===== src/rtl/acq_pkg.sv =====
package acq_pkg;

  localparam int NUNIT = 2;
  localparam int NCHAN = 3;
  localparam int CH_W  = 2;

  // Per-event tag held with each digitizer unit while it is busy.
  typedef struct packed {
    logic [CH_W-1:0] first_ch;
    logic            spe;
    logic            coinc;
  } unit_tag_t;

  // Status word, MSB first: [8:7] first, [6] err, [5] spe, [4] coinc,
  // [3] sat, [2:1] last channel, [0] unit.
  typedef struct packed {
    logic [CH_W-1:0] first_ch;
    logic            err;
    logic            spe;
    logic            coinc;
    logic            sat;
    logic [CH_W-1:0] last_ch;
    logic            unit;
  } acq_status_t;

  localparam int ST_W = $bits(acq_status_t);

  typedef enum logic [2:0] {
    RD_IDLE,
    RD_WAIT,
    RD_SEL,
    RD_READ,
    RD_DONE
  } rd_state_e;

endpackage


===== src/rtl/acq_rst_sync.sv =====
module acq_rst_sync (
  input  logic clk,
  input  logic rst_n,
  output logic rst_sync_n
);

  logic [1:0] sync_q;

  always_ff @(posedge clk or negedge rst_n) begin
    if (!rst_n) sync_q <= 2'b00;
    else        sync_q <= {sync_q[0], 1'b1};
  end

  assign rst_sync_n = sync_q[1];

endmodule


===== src/rtl/acq_trigger.sv =====
module acq_trigger
  import acq_pkg::*;
#(
  parameter int TS_W  = 48,
  parameter int EVT_W = 16,
  parameter int SPE_W = 8
) (
  input  logic             clk,
  input  logic             rst_n,
  input  logic             disc_lo,
  input  logic             disc_hi,
  input  logic             coinc_en,
  input  logic             spe_mode,
  input  logic [SPE_W-1:0] spe_thresh,
  input  logic [TS_W-1:0]  tick_cnt,
  input  logic             rel_valid,
  input  logic             rel_unit,
  input  logic             sel_idx,
  output unit_tag_t        sel_tag,
  output logic [TS_W-1:0]  sel_time,
  output logic [NUNIT-1:0] busy,
  output logic [NUNIT-1:0] launch_stb,
  output logic             coinc_stb,
  output logic [EVT_W-1:0] evt_count,
  output logic [EVT_W-1:0] dead_count
);

  logic             disc_q;
  logic [NUNIT-1:0] busy_q, busy_d;
  logic             wr_ptr_q, wr_ptr_d;
  logic [NUNIT-1:0] launch_q, launch_d;
  logic             arm_q, arm_d;
  logic             coinc_q, coinc_d;
  logic [EVT_W-1:0] evt_q, evt_d;
  logic [EVT_W-1:0] dead_q, dead_d;
  logic [SPE_W-1:0] spe_cnt_q, spe_cnt_d;

  unit_tag_t        tag_q  [NUNIT];
  logic [TS_W-1:0]  time_q [NUNIT];
  unit_tag_t        new_tag;

  logic edge_seen, full, drop, spe_hit, go;

  // Edge detect and launch decision.
  assign edge_seen = disc_lo & ~disc_q;
  assign full      = busy_q[wr_ptr_q];
  assign drop      = edge_seen & full;
  assign spe_hit   = (({1'b0, spe_cnt_q} + (SPE_W+1)'(1)) >= {1'b0, spe_thresh});
  assign go        = edge_seen & ~full & (~spe_mode | spe_hit);

  always_comb begin
    new_tag.first_ch = disc_hi ? CH_W'(1) : CH_W'(0);
    new_tag.spe      = spe_mode;
    new_tag.coinc    = coinc_en;
  end

  always_comb begin
    busy_d    = busy_q;
    wr_ptr_d  = wr_ptr_q;
    launch_d  = '0;
    arm_d     = go & coinc_en;
    coinc_d   = arm_q;
    evt_d     = evt_q;
    dead_d    = dead_q;
    spe_cnt_d = spe_cnt_q;
    if (rel_valid) busy_d[rel_unit] = 1'b0;
    if (go) begin
      busy_d[wr_ptr_q] = 1'b1;
      wr_ptr_d         = ~wr_ptr_q;
      launch_d         = NUNIT'(1) << wr_ptr_q;
      evt_d            = evt_q + EVT_W'(1);
    end
    if (drop) dead_d = dead_q + EVT_W'(1);
    if (!spe_mode)                  spe_cnt_d = '0;
    else if (edge_seen && !full)    spe_cnt_d = spe_hit ? '0 : spe_cnt_q + SPE_W'(1);
  end

  always_ff @(posedge clk or negedge rst_n) begin
    if (!rst_n) begin
      disc_q    <= 1'b0;
      busy_q    <= '0;
      wr_ptr_q  <= 1'b0;
      launch_q  <= '0;
      arm_q     <= 1'b0;
      coinc_q   <= 1'b0;
      evt_q     <= '0;
      dead_q    <= '0;
      spe_cnt_q <= '0;
    end else begin
      disc_q    <= disc_lo;
      busy_q    <= busy_d;
      wr_ptr_q  <= wr_ptr_d;
      launch_q  <= launch_d;
      arm_q     <= arm_d;
      coinc_q   <= coinc_d;
      evt_q     <= evt_d;
      dead_q    <= dead_d;
      spe_cnt_q <= spe_cnt_d;
    end
  end

  // Per-unit event tag and timestamp, loaded on launch into that unit.
  for (genvar u = 0; u < NUNIT; u++) begin : g_unit
    logic load;
    assign load = go && (wr_ptr_q == 1'(u));
    always_ff @(posedge clk or negedge rst_n) begin
      if (!rst_n) begin
        tag_q[u]  <= '0;
        time_q[u] <= '0;
      end else if (load) begin
        tag_q[u]  <= new_tag;
        time_q[u] <= tick_cnt;
      end
    end
  end

  assign sel_tag    = tag_q[sel_idx];
  assign sel_time   = time_q[sel_idx];
  assign busy       = busy_q;
  assign launch_stb = launch_q;
  assign coinc_stb  = coinc_q;
  assign evt_count  = evt_q;
  assign dead_count = dead_q;


  drop_when_full_chk: assert property (@(posedge clk) disable iff (!rst_n)
    drop |-> (&busy_q));


  coinc_after_launch_chk: assert property (@(posedge clk) disable iff (!rst_n)
    coinc_q |-> $past(|launch_q));


  launch_onehot_chk: assert property (@(posedge clk) disable iff (!rst_n)
    $onehot0(launch_q));


  launch_marks_busy_chk: assert property (@(posedge clk) disable iff (!rst_n)
    (|launch_q) |-> ((launch_q & busy_q) == launch_q));

endmodule


===== src/rtl/acq_readout.sv =====
module acq_readout
  import acq_pkg::*;
#(
  parameter int TS_W    = 48,
  parameter int DATA_W  = 10,
  parameter int NSAMP   = 8,
  parameter int TMO_CYC = 1024,
  localparam int SMP_W  = (NSAMP > 1) ? $clog2(NSAMP) : 1,
  localparam int AW     = $clog2(NSAMP * NCHAN),
  localparam int TMO_W  = (TMO_CYC > 1) ? $clog2(TMO_CYC) : 1
) (
  input  logic              clk,
  input  logic              rst_n,
  input  logic [NUNIT-1:0]  busy,
  input  unit_tag_t         tag_in,
  input  logic [TS_W-1:0]   time_in,
  output logic              rd_ptr,
  input  logic [NUNIT-1:0]  dig_done,
  input  logic              dig_sat,
  input  logic [DATA_W-1:0] dig_data,
  output logic              rd_sel_stb,
  output logic              rd_unit,
  output logic [CH_W-1:0]   rd_chan,
  output logic [SMP_W-1:0]  rd_sample,
  output logic              buf_we,
  output logic [AW-1:0]     buf_addr,
  output logic [DATA_W-1:0] buf_wdata,
  output logic              rel_valid,
  output logic              rel_unit,
  output logic              status_vld,
  output logic [ST_W-1:0]   status_word,
  output logic [TS_W-1:0]   status_time
);

  rd_state_e        st_q, st_d;
  logic             ptr_q, ptr_d;
  logic [CH_W-1:0]  chan_q, chan_d;
  logic [SMP_W-1:0] smp_q, smp_d;
  logic [AW-1:0]    addr_q, addr_d;
  logic [TMO_W-1:0] tmo_q, tmo_d;
  logic             cur_sat_q, cur_sat_d;
  logic             any_sat_q, any_sat_d;
  logic             err_q, err_d;

  acq_status_t      st_word_d;
  logic [ST_W-1:0]  st_word_q;
  logic [TS_W-1:0]  st_time_q;
  logic             st_vld_q;

  logic last_smp, chan_sat;

  assign last_smp = (smp_q == SMP_W'(NSAMP - 1));
  assign chan_sat = cur_sat_q | dig_sat;

  always_comb begin
    st_d      = st_q;
    ptr_d     = ptr_q;
    chan_d    = chan_q;
    smp_d     = smp_q;
    addr_d    = addr_q;
    tmo_d     = tmo_q;
    cur_sat_d = cur_sat_q;
    any_sat_d = any_sat_q;
    err_d     = err_q;
    unique case (st_q)
      RD_IDLE: begin
        tmo_d = '0;
        err_d = 1'b0;
        if (busy[ptr_q]) st_d = RD_WAIT;
      end
      RD_WAIT: begin
        if (dig_done[ptr_q]) begin
          st_d      = RD_SEL;
          chan_d    = tag_in.first_ch;
          addr_d    = '0;
          any_sat_d = 1'b0;
        end else if (tmo_q == TMO_W'(TMO_CYC - 1)) begin
          st_d      = RD_DONE;
          err_d     = 1'b1;
          chan_d    = tag_in.first_ch;
          any_sat_d = 1'b0;
        end else begin
          tmo_d = tmo_q + TMO_W'(1);
        end
      end
      RD_SEL: begin
        smp_d     = '0;
        cur_sat_d = 1'b0;
        st_d      = RD_READ;
      end
      RD_READ: begin
        smp_d     = smp_q + SMP_W'(1);
        addr_d    = addr_q + AW'(1);
        cur_sat_d = chan_sat;
        any_sat_d = any_sat_q | dig_sat;
        if (last_smp) begin
          if (chan_sat && (chan_q != CH_W'(NCHAN - 1))) begin
            chan_d = chan_q + CH_W'(1);
            st_d   = RD_SEL;
          end else begin
            st_d = RD_DONE;
          end
        end
      end
      RD_DONE: begin
        ptr_d = ~ptr_q;
        st_d  = RD_IDLE;
      end
      default: st_d = RD_IDLE;
    endcase
  end

  always_comb begin
    st_word_d.unit     = ptr_q;
    st_word_d.last_ch  = chan_q;
    st_word_d.sat      = any_sat_q;
    st_word_d.coinc    = tag_in.coinc;
    st_word_d.spe      = tag_in.spe;
    st_word_d.err      = err_q;
    st_word_d.first_ch = tag_in.first_ch;
  end

  always_ff @(posedge clk or negedge rst_n) begin
    if (!rst_n) begin
      st_q      <= RD_IDLE;
      ptr_q     <= 1'b0;
      chan_q    <= '0;
      smp_q     <= '0;
      addr_q    <= '0;
      tmo_q     <= '0;
      cur_sat_q <= 1'b0;
      any_sat_q <= 1'b0;
      err_q     <= 1'b0;
      st_vld_q  <= 1'b0;
    end else begin
      st_q      <= st_d;
      ptr_q     <= ptr_d;
      chan_q    <= chan_d;
      smp_q     <= smp_d;
      addr_q    <= addr_d;
      tmo_q     <= tmo_d;
      cur_sat_q <= cur_sat_d;
      any_sat_q <= any_sat_d;
      err_q     <= err_d;
      st_vld_q  <= (st_q == RD_DONE);
    end
  end

  // Status payload registers, loaded only when an event completes.
  always_ff @(posedge clk or negedge rst_n) begin
    if (!rst_n) begin
      st_word_q <= '0;
      st_time_q <= '0;
    end else if (st_q == RD_DONE) begin
      st_word_q <= st_word_d;
      st_time_q <= time_in;
    end
  end

  assign rd_ptr      = ptr_q;
  assign rd_sel_stb  = (st_q == RD_SEL);
  assign rd_unit     = ptr_q;
  assign rd_chan     = chan_q;
  assign rd_sample   = smp_q;
  assign buf_we      = (st_q == RD_READ);
  assign buf_addr    = addr_q;
  assign buf_wdata   = dig_data;
  assign rel_valid   = (st_q == RD_DONE);
  assign rel_unit    = ptr_q;
  assign status_vld  = st_vld_q;
  assign status_word = st_word_q;
  assign status_time = st_time_q;


  fallback_step_chk: assert property (@(posedge clk) disable iff (!rst_n)
    (st_q == RD_SEL && $past(st_q) == RD_READ) |-> (chan_q == $past(chan_q) + CH_W'(1)));


  timeout_from_wait_chk: assert property (@(posedge clk) disable iff (!rst_n)
    (st_q == RD_DONE && err_q) |-> ($past(st_q) == RD_WAIT));


  buf_addr_range_chk: assert property (@(posedge clk) disable iff (!rst_n)
    buf_we |-> (int'(addr_q) < NSAMP * NCHAN));


  release_busy_unit_chk: assert property (@(posedge clk) disable iff (!rst_n)
    rel_valid |-> busy[ptr_q]);

endmodule


===== src/rtl/dual_digitizer_acq.sv =====
module dual_digitizer_acq
  import acq_pkg::*;
#(
  parameter int TS_W    = 48,
  parameter int EVT_W   = 16,
  parameter int SPE_W   = 8,
  parameter int DATA_W  = 10,
  parameter int NSAMP   = 8,
  parameter int TMO_CYC = 1024,
  localparam int SMP_W  = (NSAMP > 1) ? $clog2(NSAMP) : 1,
  localparam int AW     = $clog2(NSAMP * NCHAN)
) (
  input  logic              clk,
  input  logic              rst_n,
  input  logic              disc_lo,
  input  logic              disc_hi,
  input  logic              coinc_en,
  input  logic              spe_mode,
  input  logic [SPE_W-1:0]  spe_thresh,
  input  logic [TS_W-1:0]   tick_cnt,
  input  logic [1:0]        dig_done,
  input  logic              dig_sat,
  input  logic [DATA_W-1:0] dig_data,
  output logic [1:0]        launch_stb,
  output logic              coinc_stb,
  output logic              rd_sel_stb,
  output logic              rd_unit,
  output logic [1:0]        rd_chan,
  output logic [SMP_W-1:0]  rd_sample,
  output logic              buf_we,
  output logic [AW-1:0]     buf_addr,
  output logic [DATA_W-1:0] buf_wdata,
  output logic              status_vld,
  output logic [8:0]        status_word,
  output logic [TS_W-1:0]   status_time,
  output logic [EVT_W-1:0]  evt_count,
  output logic [EVT_W-1:0]  dead_count,
  output logic [1:0]        unit_busy
);

  logic            rst_sync_n;
  logic            rel_valid, rel_unit, rd_ptr;
  unit_tag_t       sel_tag;
  logic [TS_W-1:0] sel_time;

  acq_rst_sync u_rst (
    .clk        (clk),
    .rst_n      (rst_n),
    .rst_sync_n (rst_sync_n)
  );

  acq_trigger #(
    .TS_W  (TS_W),
    .EVT_W (EVT_W),
    .SPE_W (SPE_W)
  ) u_trig (
    .clk        (clk),
    .rst_n      (rst_sync_n),
    .disc_lo    (disc_lo),
    .disc_hi    (disc_hi),
    .coinc_en   (coinc_en),
    .spe_mode   (spe_mode),
    .spe_thresh (spe_thresh),
    .tick_cnt   (tick_cnt),
    .rel_valid  (rel_valid),
    .rel_unit   (rel_unit),
    .sel_idx    (rd_ptr),
    .sel_tag    (sel_tag),
    .sel_time   (sel_time),
    .busy       (unit_busy),
    .launch_stb (launch_stb),
    .coinc_stb  (coinc_stb),
    .evt_count  (evt_count),
    .dead_count (dead_count)
  );

  acq_readout #(
    .TS_W    (TS_W),
    .DATA_W  (DATA_W),
    .NSAMP   (NSAMP),
    .TMO_CYC (TMO_CYC)
  ) u_rd (
    .clk         (clk),
    .rst_n       (rst_sync_n),
    .busy        (unit_busy),
    .tag_in      (sel_tag),
    .time_in     (sel_time),
    .rd_ptr      (rd_ptr),
    .dig_done    (dig_done),
    .dig_sat     (dig_sat),
    .dig_data    (dig_data),
    .rd_sel_stb  (rd_sel_stb),
    .rd_unit     (rd_unit),
    .rd_chan     (rd_chan),
    .rd_sample   (rd_sample),
    .buf_we      (buf_we),
    .buf_addr    (buf_addr),
    .buf_wdata   (buf_wdata),
    .rel_valid   (rel_valid),
    .rel_unit    (rel_unit),
    .status_vld  (status_vld),
    .status_word (status_word),
    .status_time (status_time)
  );

endmodule


===== config.mk =====
export PLATFORM = sky130hd
export DESIGN_NAME = dual_digitizer_acq
export DESIGN_NICKNAME = d
export VERILOG_FILES = /design/src/rtl/acq_pkg.sv /design/src/rtl/acq_rst_sync.sv /design/src/rtl/acq_trigger.sv /design/src/rtl/acq_readout.sv /design/src/rtl/dual_digitizer_acq.sv
export SDC_FILE = /design/constraint.sdc
export NUM_CORES = 1
export LEC_CHECK = 0
export ABC_AREA = 0
export BUFFER_PORTS_ARGS = -buffer_cell sky130_fd_sc_hd__buf_4
export CAP_MARGIN = 0
export CORE_MARGIN = 10
export CORE_UTILIZATION = 60
export DETAILED_ROUTE_END_ITERATION = 10
export PLACE_DENSITY_LB_ADDON = 0.1
export SYNTH_ARGS = -nofsm -noshare
export SYNTH_HDL_FRONTEND = slang
export SYNTH_SLANG_ARGS = --single-unit

===== constraint.sdc =====
create_clock -name clk -period 19.1 [get_ports clk]
set_input_delay 2.865 -clock clk [delete_from_list [all_inputs] [get_ports clk]]
set_output_delay 2.865 -clock clk [all_outputs]
set_load 0.05 [all_outputs]

## Yosys cells after proc, flatten, opt, wreduce, memory -nomap -nowiden

Index checks and enable logic that the tools add are counted.

| storage, ports and cells | value |
|---|---|
| memories | 0 |
| output and inout bits | 118 |
| memory bits (read-only) | 0 |
| bits in writable memories | 0 |
| latch bits | 0 |
| register bits after elaboration | 239 |

| cells by class | value |
|---|---|
| magnitude comparators | 6 |
| $add $sub $neg | 8 |
| bitwise operators | 17 |
| multiply operators | 0 |
| shift-type cells | 1 |
| equality and inequality tests | 16 |
| divide/modulo/power cells | 0 |
| mux-type cells | 47 |
| reduce and logical (&&, ||, !) cells | 17 |

Operator list:

| operator | count |
|---|---|
| 48-bit two-way mux | 3 |
| 16-bit by 1-bit adder with 16-bit output (second input constant) | 2 |
| 8-bit two-way mux | 3 |
| 10-bit two-way mux | 2 |
| 10-bit one-hot mux with 2 select lines | 1 |
| 3-bit two-way mux | 5 |
| 2-bit two-way mux | 7 |
| 1-bit two-way mux | 13 |
| 4-bit two-way mux | 3 |
| 2-bit by 1-bit != test with 1-bit output (second input constant) | 6 |
| 3-bit one-hot mux with 4 select lines | 1 |
| 10-bit by 1-bit adder with 10-bit output (second input constant) | 1 |
| 10-bit == test (second input constant) | 1 |
| 5-bit one-hot mux with 2 select lines | 1 |
| 8-bit by 1-bit adder with 9-bit output (second input constant) | 1 |
| 9-bit by 8-bit >= comparator with 1-bit output | 1 |
| 3-bit AND reduction | 3 |
| 8-bit by 1-bit adder with 8-bit output (second input constant) | 1 |
| 3-bit by 2-bit == test with 1-bit output (second input constant) | 2 |
| 3-bit == test (second input constant) | 2 |
| 1-bit logical AND | 6 |
| 2-bit != test (second input constant) | 3 |
| 1-bit one-hot mux with 2 select lines | 3 |
| 3-bit one-hot mux with 2 select lines | 1 |
| 24 further kinds | 40 |

## Depth between registers and ports, before layout

Gate-level depths: netlist of run 1.

| depth | value |
|---|---|
| word-level depth | 9 |
| depth in mapped cells | 13 |
| gate-level depth less buffers | 11 |

## Modules after synthesis

Synthesis of run 1 repeated with hierarchy kept, for this count alone.

| unflattened totals | value |
|---|---|
| cell total of the unflattened synthesis | 804 |
| area total of the unflattened synthesis | 10826.6 sq um |

Modules (own cells, without submodules):

| module | instances | area each (sq um) | cells an instance |
|---|---|---|---|
| acq_trigger | 1 | 7036.7 | 506 |
| acq_readout | 1 | 3736.1 | 295 |
| acq_rst_sync | 1 | 53.8 | 3 |

## Worst setup path after synthesis of run 1

Ideal clock, no wire load.

| timing path | value |
|---|---|
| path type | input -> output |
| from | input port dig_data[0] |
| to | output port buf_wdata[0] |
| slack | 13.200 ns |
| cell stages on the path | 1 |
| data arrival time | 3.035 ns |
| cells stage by stage | buf_4 |

RTL lines:

| element | line | RTL |
|---|---|---|
| start, declared | dual_digitizer_acq.sv:23 | `input logic [DATA_W-1:0] dig_data,` |
| end, declared | dual_digitizer_acq.sv:32 | `output logic [DATA_W-1:0] buf_wdata,` |

No word-level cell between the ends.

## Worst setup path after layout of run 1

| timing path | value |
|---|---|
| from | input port dig_data[2] |
| to | output port buf_wdata[2] |

No word-level cell between the ends.

==> results of run 1 <==
[worst max-delay path by stage]
stage / from / endpoint / slack, ps
after floorplan: u_rst.sync_q[1] / u_rd.any_sat_q / 12040
after global placement: dig_data[2] / buf_wdata[2] / 13370
after detailed placement: dig_data[2] / buf_wdata[2] / 13370
after CTS: dig_data[2] / buf_wdata[2] / 13370
after global routing: dig_data[4] / buf_wdata[4] / 13370
final: dig_data[2] / buf_wdata[2] / 13370
[flip-flops by register name (all words and copies together), names as in the netlist, 3 cells and up]
signal             flops
u_trig.tag_q           6
u_rd.buf_addr          5
u_rd.status_time      48
u_rd.rd_sample         3
u_rd.st_q              3
u_rd.status_word       8
u_trig.dead_count     16
u_rd.tmo_q            10
u_trig.time_q         96
u_trig.spe_cnt_q       8
u_trig.evt_count      16
[per-layer routing]
metal | global-route usage | vias to the layer above | routed length [um]
li1 | - | 3230 | -
met1 | 0.249 | 3322 | 9500
met3 | 0.0510 | 28 | 1700
met4 | 0.0491 | 0 | 295
met5 | 0 | - | 0
met2 | 0.298 | 198 | 10300
[cells in the mapped netlist, types with 5 or more instances]
cell      count
mux2_1       48
nor2_1       78
xor2_1       27
o31ai_1       5
nand3_1      23
nand2_1      47
mux2_2       61
clkbuf_1     22
ha_1         16
or3_1         5
nand2b_1      5
inv_1        15
and3_1        9
buf_4        16
dfrtp_1     236
buf_6         5
nor4_1        5
nor3_1        7
o21ai_0      23
nand4_1      12
mux2i_1      53
xnor2_1      19
a21oi_1      59
[per-stage QoR]
stage	utilization	instance area, sq um
2_1_floorplan	-	10200
3_3_place_gp	0.693	11500
3_5_place_dp	0.693	11500
4_1_cts	0.738	12300
5_1_grt	0.738	12300
6_report	0.738	12300
[where the power goes]
| group | internal (mW) | switching, mW |
|---|---|---|
| clock network | 0.253 | 0.184 |
| registers | 0.694 | 0.135 |
| logic | 0.301 | 0.501 |
[layout by cell type, fill, tap and decap left out, types with 3 or more instances in the layout]
cell type,synthesis,routed
xnor2_1,19,19
mux2i_1,53,53
nand3_1,23,23
dfrtp_1,236,234
nor3_1,7,7
a21oi_1,59,59
a21o_1,4,4
nor2b_1,3,3
mux2_2,61,61
nand2_1,47,47
clkbuf_1,22,10
nand2b_1,5,5
clkbuf_16,0,24
xor2_1,27,27
ha_1,16,16
clkbuf_8,0,5
nand4_1,12,12
and3_1,9,8
or3_1,5,5
o31ai_1,5,5
buf_4,16,175
mux2_1,48,48
nor2_1,78,78
clkinv_2,0,3
nor4b_1,4,4
o21ai_0,23,23
nor4_1,5,5
inv_1,15,15
[logic make-up (layout without fill, tap and decap cells)]
logic type | count (synthesis) | count (layout) | synth area share
buf+inv | 63 | 234 | 0.0330
flops | 236 | 236 | 0.579
fa+ha+maj | 16 | 16 | 0.0196
compound gates | 102 | 102 | 0.0556
simple gates | 212 | 212 | 0.100
mux | 162 | 162 | 0.172
xor+xnor | 46 | 46 | 0.0395
other cells | 2 | 2 | 0.000736
[layout make-up]
class                      instances  area (sq um)
timing repair buffer             176          1330
clock inverter                     4          31.3
inverter                          15          56.3
fill                            1148          4360
multi-input combinational        540          3960
tap                              220           275
clock buffer                      39           707
sequential                       236          5910
==> metrics.md, run 1 <==
| Metric | Value |
|---|---|
| Status | `complete, no violations` |
| Minimum clock period | `5730 ps` |
| Leak | `5.96 nW` |
| Sinks on Clock Net | `236` |
| Worst hold path class | `reg -> reg` |
| Post-Syn Nets | `930` |
| Worst path required time | `16230 ps` |
| Largest net degree at the start of global routing | `163` |
| Synth area leader | `dfrtp_1` |
| DRT iter0 DRCs | `318` |
| #FFs+latches synth | `236` |
| Post-synthesis cell area | `10200 sq um` |
| Wire length per cell | `17.7 um` |
| Root buf cell | `clkbuf_16` |
| # setup viols final | `0` |
| Final Max Slew Viols | `0` |
| Number of global-route vias before repair | `6903` |
| Synth cell types | `49` |
| RSZ-0062 raised after global routing | `no` |
| Antenna diode count | `0` |
| Critical path depth | `0` |
| Syn Area/Cell | `12.2 sq um` |
| WS Path Type | `in -> out` |
| Grt ovf | `0` |
| Gate count after technology mapping | `839` |
| WP data arrival | `2870 ps` |
| DRC | `0` |
| Register area share after synthesis | `0.579` |
| Vias post-DR | `6778` |
| Place WS | `13370 ps` |
| Fin. Hold Viols | `0` |
| Final #Nets | `1084` |
| Reg2Reg Capture Point | `u_trig.tag_q[4]` |
| Asr flop ratio synth | `1.00` |
| Fraction of layout cells with a size suffix above 1 | `0.276` |
| Reg2reg start | `u_trig.spe_cnt_q[0]` |
| Io pins | `193` |
| Ys flop type | `dfrtp_1` |
| Initial antenna violation count | `0` |
| CTS tree | `done` |
| Power consumption | `2.07 mW` |
| Slew headroom | `0.229` |
| Worst reg2reg setup slack | `15580 ps` |
| Die height | `150 um` |
| PortBufs | `171` |
| Tot GR Track Use | `0.187` |
| Hold Path Cell Cnt | `0` |
| Placeable Area | `16600 sq um` |
| Non-filler instance count after layout | `1230` |
| Top-area cell type share of the netlist area | `0.579` |
| First-pass GRT wire length | `35100 um` |
| Placed wire-length estimate | `14700 um` |
| WL final | `21800 um` |
| Crit path max fanout | `1` |
| Die area | `22600 sq um` |
| FF-to-FF path depth | `11` |
| Die width | `150 um` |
| Period Utilization, post-route | `0.300` |
| Routed Antenna Nets | `0` |
| Fin Hold WS | `353 ps` |
| Setup tns final | `0 ps` |
| Hold endpoint | `u_rst.sync_q[1]` |
| Initial Util | `0.613` |
| Clock Latency Late Sink | `510 ps` |
| Post-CTS Setup Inserts | `0` |
| Std cell rows | `47` |
| GP Congestion | `0.840` |
| Area grow syn2layout | `20.4%` |
| Slew @ Worst Pin | `1160 ps` |
| Top post-synthesis cells by area | `dfrtp_1 58%, mux2_2 6.7%, mux2_1 5.3%` |
| HP Start | `u_rst.sync_q[0]` |
| CP endpoint kind | `primary output` |
| Clock buffer count from CTS | `24` |
| Pwr/cell area | `168 nW/um^2` |
| Hold_buf cts | `0` |
| EDFF count, synth | `0` |
| Max Cap Viol | `0` |
| Synth warn | `0` |
| Fmax | `174 MHz` |
| CTS H-Tree Depth | `1` |
| DR vias/cell | `5.51` |
| Maximum root-to-sink buffer count | `3` |
| Placed instance count | `1187` |
| Post-CTS sizing | `0` |
| Clock skew | `17.8 ps` |
| PnR worst setup slack | `13370 ps` |
| Max VDD drop | `0.127 mV` |
| Startpoint types | `input pin` |
| DRT Pass-1 Iters | `5` |
| Clk slew on worst S/H paths | `60 ps` |
Note: power is estimated with default switching activity, not from simulation.
==> run 2, diff against run 1 <==
--- a/config.mk
+++ b/config.mk
@@ -9,7 +9,7 @@
 export BUFFER_PORTS_ARGS = -buffer_cell sky130_fd_sc_hd__buf_4
 export CAP_MARGIN = 0
 export CORE_MARGIN = 10
-export CORE_UTILIZATION = 60
+export CORE_UTILIZATION = 50
 export DETAILED_ROUTE_END_ITERATION = 10
 export PLACE_DENSITY_LB_ADDON = 0.1
 export SYNTH_ARGS = -nofsm -noshare
==> constraint.sdc (replaced) <==
create_clock -name clk -period 4.9 [get_ports clk]
set_input_delay 0.735 -clock clk [delete_from_list [all_inputs] [get_ports clk]]
set_output_delay 0.735 -clock clk [all_outputs]
set_load 0.05 [all_outputs]
==> run 2 against run 1 <==
  * Cell count up 4.6%
  * Die area up 17%
  * Non-clock buffer count rose by 4
  * Worst hold slack got worse by 70 ps
  * Cell area increased by 2.1%
  * Clock skew is 5.3 ps lower
  * Critical path depth rose by 11
  * Combinational power increased to 3.8 times the previous value
  * First-iteration DRC count increased by 32%
  * Core utilization shrank 12 points
==> metrics.md, run 2 (same netlist as run 1, synthesis figures left out) <==
| Metric | Value |
|---|---|
| Status | `complete, no violations (unchanged)` |
| Die height | `163 um (was 150 um)` |
| Worst reg2reg setup slack | `1170 ps (was 15580 ps)` |
| Placed instance count | `1240 (was 1187)` |
| PortBufs | `171 (unchanged)` |
| Root buf cell | `clkbuf_16 (unchanged)` |
| Switching part of the total | `0.386 (was 0.396)` |
| Placed Area | `11600 sq um (was 11500 sq um)` |
| # setup viols final | `0 (unchanged)` |
| Reg2Reg Capture Point | `u_trig.time_q[33] (was u_trig.tag_q[4])` |
| Number of global-route vias before repair | `7113 (was 6903)` |
| Clock Latency Late Sink | `520 ps (was 510 ps)` |
| Initial antenna violation count | `0 (unchanged)` |
| Commonest non-fill, non-tap cell in the layout | `dfrtp_1 (unchanged)` |
| Period Utilization, post-route | `0.761` |
| Clock buffer count from CTS | `25 (was 24)` |
| PnR worst setup slack | `1170 ps (was 13370 ps)` |
| Fmax | `268 MHz` |
| CTS H-Tree Depth | `1 (unchanged)` |
| Final core utilization | `0.621 (was 0.738)` |
| Slew headroom | `0.354 (was 0.229)` |
| Fin. Hold Viols | `0 (unchanged)` |
| Wire length per cell | `17.5 um (was 17.7 um)` |
| Final Max Slew Viols | `0 (unchanged)` |
| Sinks on Clock Net | `236 (unchanged)` |
| Non-filler instance count after layout | `1286 (was 1230)` |
| Slew @ Worst Pin | `962 ps (was 1160 ps)` |
| Io pins | `193 (unchanged)` |
| Startpoint types | `flop (was input pin)` |
| Minimum clock period | `3730 ps` |
| Clk slew on worst S/H paths | `60 ps (about the same)` |
| Worst path required time | `5300 ps (was 16230 ps)` |
| Power consumption | `8.34 mW (was 2.07 mW)` |
| CP endpoint kind | `flop (was primary output)` |
| DRC | `0 (unchanged)` |
| Place WS | `1130 ps (was 13370 ps)` |
| First-pass GRT wire length | `37000 um (was 35100 um)` |
| Maximum root-to-sink buffer count | `3 (unchanged)` |
| GP Congestion | `0.828 (was 0.840)` |
| WS Path Type | `reg -> reg (was in -> out)` |
| Die width | `163 um (was 150 um)` |
| Cell area after layout | `12500 sq um (was 12300 sq um)` |
| Post-CTS sizing | `0 (unchanged)` |
| Antenna diode count | `0 (unchanged)` |
| Fin Hold WS | `284 ps (was 353 ps)` |
| Initial Util | `0.506 (was 0.613)` |
| Clock skew | `12.5 ps (was 17.8 ps)` |
| CTS tree | `done (unchanged)` |
| Die area | `26500 sq um (was 22600 sq um)` |
| Max VDD drop | `0.502 mV (was 0.127 mV)` |
| Pwr/cell area | `665 nW/um^2 (was 168 nW/um^2)` |
| Placeable Area | `20200 sq um (was 16600 sq um)` |
| Leak | `6.04 nW (was 5.96 nW)` |
| RSZ-0062 raised after global routing | `no (unchanged)` |
| Placed wire-length estimate | `15200 um (was 14700 um)` |
| DRT Pass-1 Iters | `5 (unchanged)` |
| Fraction of layout cells with a size suffix above 1 | `0.283 (was 0.276)` |
| Max Cap Viol | `0 (unchanged)` |
| NetSw | `3.22 mW (was 0.820 mW)` |
| Reg with most FFs | `u_trig.time_q (unchanged)` |
| Largest net degree at the start of global routing | `137 (was 163)` |
| WP data arrival | `4120 ps (was 2870 ps)` |
| Post-CTS Setup Inserts | `0 (unchanged)` |
| Final #Nets | `1089 (was 1084)` |
| Clock group share of total power | `0.239 (was 0.211)` |
| DR vias/cell | `5.31 (was 5.51)` |
| Internal power | `5.12 mW (was 1.25 mW)` |
| Routed Antenna Nets | `0 (unchanged)` |
| Max reg flops | `96 (unchanged)` |
| Grt ovf | `0 (unchanged)` |
| Share of power burned in registers | `0.391 (was 0.401)` |
| Tot GR Track Use | `0.168 (was 0.187)` |
| FF-to-FF path depth | `11 (unchanged)` |
| Worst hold path class | `reg -> async (was reg -> reg)` |
| Vias post-DR | `6824 (was 6778)` |
| Crit path max fanout | `26 (was 1)` |
| Setup tns final | `0 ps (unchanged)` |
| WL final | `22500 um (was 21800 um)` |
| Reg2reg start | `u_trig.spe_cnt_q[0] (unchanged)` |
| DRT iter0 DRCs | `419 (was 318)` |
| Std cell rows | `52 (was 47)` |
| Area grow syn2layout | `22.9% (was 20.4%)` |
| Gate power share | `0.370 (was 0.388)` |
| Most frequent cells in the layout | `234 x dfrtp_1, 177 x buf_4, 78 x nor2_1 (was 234 x dfrtp_1, 175 x buf_4, 78 x nor2_1)` |
run 2: layout make-up:
| type | instances | area, sq um |
|---|---|---|
| Clock buffer | 37 | 731 |
| Clock inverter | 8 | 153 |
| Fill cell | 1657 | 7640 |
| Inverter | 15 | 56.3 |
| Multi-Input combinational cell | 540 | 3960 |
| Sequential cell | 236 | 5910 |
| Tap cell | 270 | 338 |
| Timing Repair Buffer | 180 | 1380 |
run 2: layer usage:
| layer | part of all wire | track usage | up-vias |
|---|---|---|---|
| li1 | - | - | 3243 |
| met1 | 0.44 | 0.218 | 3395 |
| met2 | 0.47 | 0.269 | 160 |
| met3 | 0.072 | 0.0549 | 26 |
| met4 | 0.014 | 0.0365 | 0 |
| met5 | 0 | 0 | - |
run 2: power by group through the flow:
| stage | sequential, mW | clock [mW] | combinational, mW |
|---|---|---|---|
| final | 3.26 | 2.00 | 3.08 |
| after global routing | 3.37 | 2.13 | 3.34 |
| after CTS | 3.27 | 2.05 | 3.13 |
| after detailed placement | 3.29 | 0 | 3.12 |
| after global placement | 3.28 | 0 | 3.07 |
| after floorplan | 4.17 | 0 | 1.29 |
run 2: how the worst max path moves through the flow:
stage / startpoint / end / cells past startpoint
2_1_floorplan: u_rst.sync_q[1] / u_rd.any_sat_q / 0
3_3_place_gp: u_trig.spe_cnt_q[0] / u_trig.time_q[2] / 11
3_5_place_dp: u_trig.spe_cnt_q[0] / u_trig.time_q[40] / 11
4_1_cts: u_trig.spe_cnt_q[0] / u_trig.time_q[33] / 11
5_1_grt: u_trig.spe_cnt_q[0] / u_trig.time_q[33] / 11
6_report: u_trig.spe_cnt_q[0] / u_trig.time_q[33] / 11
run 2: what timing repair did:
item | CTS | global route
hold buffers | 1 | 0
hold endpoints to repair | 2 | 0
setup endpoints to repair | 0 | 0
run 2: worst max-delay path: stages, from the launching register on:
cell and delay (ps):
dfrtp_1 400, ha_1 250, nand3_2 140, nor2_1 230
xor2_1 100, ha_1 300, and3_1 170, nand4_1 140
nand3_1 320, and3_2 700, buf_4 460, mux2_2 390
==> run 3, diff against run 2 <==
==> constraint.sdc (replaced) <==
create_clock -name clk -period 3.4 [get_ports clk]
set_input_delay 0.51 -clock clk [delete_from_list [all_inputs] [get_ports clk]]
set_output_delay 0.51 -clock clk [all_outputs]
set_load 0.05 [all_outputs]
==> run 3 against run 2 <==
  * Sequential power up 44%
  * Clock power up 32%
  * Die area did not move
  * Clock skew is 1.3 ps lower
  * Cell count is 0.23% higher
  * Cell area barely moved
  * Worst hold slack worse by 160 ps
  * Sequential share of layout area hardly changed
  * Core utilization barely moved
  * Critical path depth unchanged
  * Sequential cell count did not move
==> metrics.md, run 3 (same netlist as run 1, synthesis figures left out) <==
| Metric | Value |
|---|---|
| Status | `complete, no violations (unchanged)` |
| Critical path's top delay family | `simple AND/OR/NAND/NOR gates (unchanged)` |
| Slew @ Worst Pin | `937 ps (was 962 ps)` |
| Clock Latency Late Sink | `510 ps (was 520 ps)` |
| Maximum root-to-sink buffer count | `3 (unchanged)` |
| Fmax | `340 MHz (was 268 MHz)` |
| Metal1 wirelength | `9930 um (was 9890 um)` |
| DRC | `0 (unchanged)` |
| First-pass GRT wire length | `37300 um (was 37000 um)` |
| Worst path cell trace | `ha_1 > nand3_2 > nor2_1 > xor2_1 > ha_1 > and3_1 > nand4_1 > and3_1 > nor3_4 > buf_12 > mux2_2 (was ha_1 > nand3_2 > nor2_1 > xor2_1 > ha_1 > and3_1 > nand4_1 > nand3_1 > and3_2 > buf_4 > mux2_2)` |
| Die width | `163 um (unchanged)` |
| Period Utilization, post-route | `0.865 (was 0.761)` |
| Minimum clock period | `2940 ps (was 3730 ps)` |
| Fillers | `1690 (was 1657)` |
| Fraction of layout cells with a size suffix above 1 | `0.288 (was 0.283)` |
| CP endpoint kind | `flop (unchanged)` |
| Max Cap Viol | `0 (unchanged)` |
| Fin. Hold Viols | `0 (unchanged)` |
| DR vias/cell | `5.24 (was 5.31)` |
| CTS tree | `done (unchanged)` |
| Slew headroom | `0.371 (was 0.354)` |
| Die area | `26500 sq um (unchanged)` |
| DRT Pass-1 Iters | `4 (was 5)` |
| Startpoint types | `flop (unchanged)` |
| Reg2Reg Capture Point | `u_trig.time_q[95] (was u_trig.time_q[33])` |
| Fin Hold WS | `127 ps (was 284 ps)` |
| PortBufs | `171 (unchanged)` |
| Sinks on Clock Net | `236 (unchanged)` |
| Max stage delay on crit path | `400 ps (was 700 ps)` |
| Hold endpoint | `u_trig.disc_q` |
| Vias post-DR | `6749 (was 6824)` |
| Routed Antenna Nets | `0 (unchanged)` |
| Worst hold path class | `in -> reg (was reg -> async)` |
| Number of global-route vias before repair | `7197 (was 7113)` |
| Final Max Slew Viols | `0 (unchanged)` |
| Met3 wire length | `1590 um (was 1610 um)` |
| Reg with most FFs | `u_trig.time_q (unchanged)` |
| FF-to-FF path depth | `11 (unchanged)` |
| WL final | `22500 um (about the same)` |
| CTS H-Tree Depth | `1 (unchanged)` |
| Commonest non-fill, non-tap cell in the layout | `dfrtp_1 (unchanged)` |
| Leak | `6.06 nW (was 6.04 nW)` |
| Post-CTS Setup Inserts | `0 (unchanged)` |
| Max reg flops | `96 (unchanged)` |
| HP Start | `disc_lo` |
| DRT iter0 DRCs | `297 (was 419)` |
| Clk slew on worst S/H paths | `60 ps (about the same)` |
| Largest net degree at the start of global routing | `78 (was 137)` |
| Most frequent cells in the layout | `234 x dfrtp_1, 177 x buf_4, 78 x nor2_1 (unchanged)` |
| Antenna diode count | `0 (unchanged)` |
| GP Congestion | `0.823 (was 0.828)` |
| Std cell rows | `52 (unchanged)` |
| Worst reg2reg setup slack | `460 ps (was 1170 ps)` |
| # setup viols final | `0 (unchanged)` |
| Clock skew | `11.1 ps (was 12.5 ps)` |
| WP data arrival | `3330 ps (was 4120 ps)` |
| Io pins | `193 (unchanged)` |
| Initial Util | `0.506 (unchanged)` |
| Root buf cell | `clkbuf_16 (unchanged)` |
| WS Path Type | `reg -> reg (unchanged)` |
| Tot GR Track Use | `0.169 (was 0.168)` |
| Setup tns final | `0 ps (unchanged)` |
| Pwr/cell area | `943 nW/um^2 (was 665 nW/um^2)` |
| Placed wire-length estimate | `15600 um (was 15200 um)` |
| Reg2reg start | `u_trig.spe_cnt_q[0] (unchanged)` |
| Placeable Area | `20200 sq um (unchanged)` |
| Max VDD drop | `0.662 mV (was 0.502 mV)` |
| Area grow syn2layout | `22.9% (about the same)` |
| Hold Path Cell Cnt | `1` |
| Metal2 WL | `10600 um (about the same)` |
| Die height | `163 um (unchanged)` |
| Final #Nets | `1093 (was 1089)` |
| Crit path max-delay cell type | `dfrtp_1 (was and3_2)` |
| Initial antenna violation count | `0 (unchanged)` |
| Wire length per cell | `17.5 um (about the same)` |
| Clock buffer count from CTS | `25 (unchanged)` |
| Buf+Inv Stages, Crit Path | `1 (unchanged)` |
| Grt ovf | `0 (unchanged)` |
| Worst path required time | `3790 ps (was 5300 ps)` |
| Max Used Layer | `met4 (unchanged)` |
| RSZ-0062 raised after global routing | `no (unchanged)` |
| Crit path max fanout | `27 (was 26)` |
## run 3: cell types whose count changed in the layout (fill, tap and decap cells not counted), sizes merged
cell      delta
clkinv       +5
buf          +4
bufinv       -3
clkinvlp     -2
clkbuf       -1
## run 3: power by group
group / internal (mW) / total (mW) / switching [mW]
clock: 1.57 / 2.65 / 1.07
sequential: 3.90 / 4.69 / 0.786
combinational: 1.70 / 4.48 / 2.78
## run 3: worst max path at each step
| stage | from | endpoint | slack [ps] | cells after the start |
|---|---|---|---|---|
| detailed placement | u_trig.spe_cnt_q[0] | u_trig.time_q[74] | 460 | 11 |
| global placement | u_trig.spe_cnt_q[0] | u_trig.time_q[95] | 520 | 11 |
| CTS | u_trig.spe_cnt_q[0] | u_trig.time_q[95] | 440 | 11 |
| floorplan | u_trig.spe_cnt_q[0] | u_trig.tag_q[6] | 550 | 12 |
| finish | u_trig.spe_cnt_q[0] | u_trig.time_q[95] | 460 | 11 |
| global route | u_trig.spe_cnt_q[0] | u_trig.time_q[79] | 240 | 11 |
## run 3: routing by layer
| layer | vias up | track usage |
|---|---|---|
| li1 | 3260 | - |
| met1 | 3289 | 0.218 |
| met2 | 169 | 0.276 |
| met3 | 31 | 0.0478 |
| met4 | 0 | 0.0418 |
| met5 | - | 0 |
## run 3: metrics by stage
step                area (sq um)  power [mW]  setup slack [ps]  utilization  cells
floorplan                  10200        7.87               547            -    839
detailed placement         11700        9.27               462        0.581   1244
global route               12500        12.5               242        0.621   1289
finish                     12500        11.8               459        0.621   1289
global placement           11700        9.16               523        0.581   1244
CTS                        12500        12.0               438        0.621   1289
## run 3: layout make-up
cell class	count	area [sq um]	share of cell area
clock buffer	36	737	0.0588
clock inverter	8	68.8	0.00549
inverter	15	56.3	0.00449
multi-input combinational	540	3960	0.316
sequential	236	5910	0.472
tap	270	338	0.0270
timing repair buffer	184	1460	0.116
## run 3: repair_timing
item / in CTS / in global routing
resized for setup: 0 / 0
endpoints found under the setup margin: 0 / 0
hold buffers: 1 / 0
endpoints found under the hold margin: 2 / 0
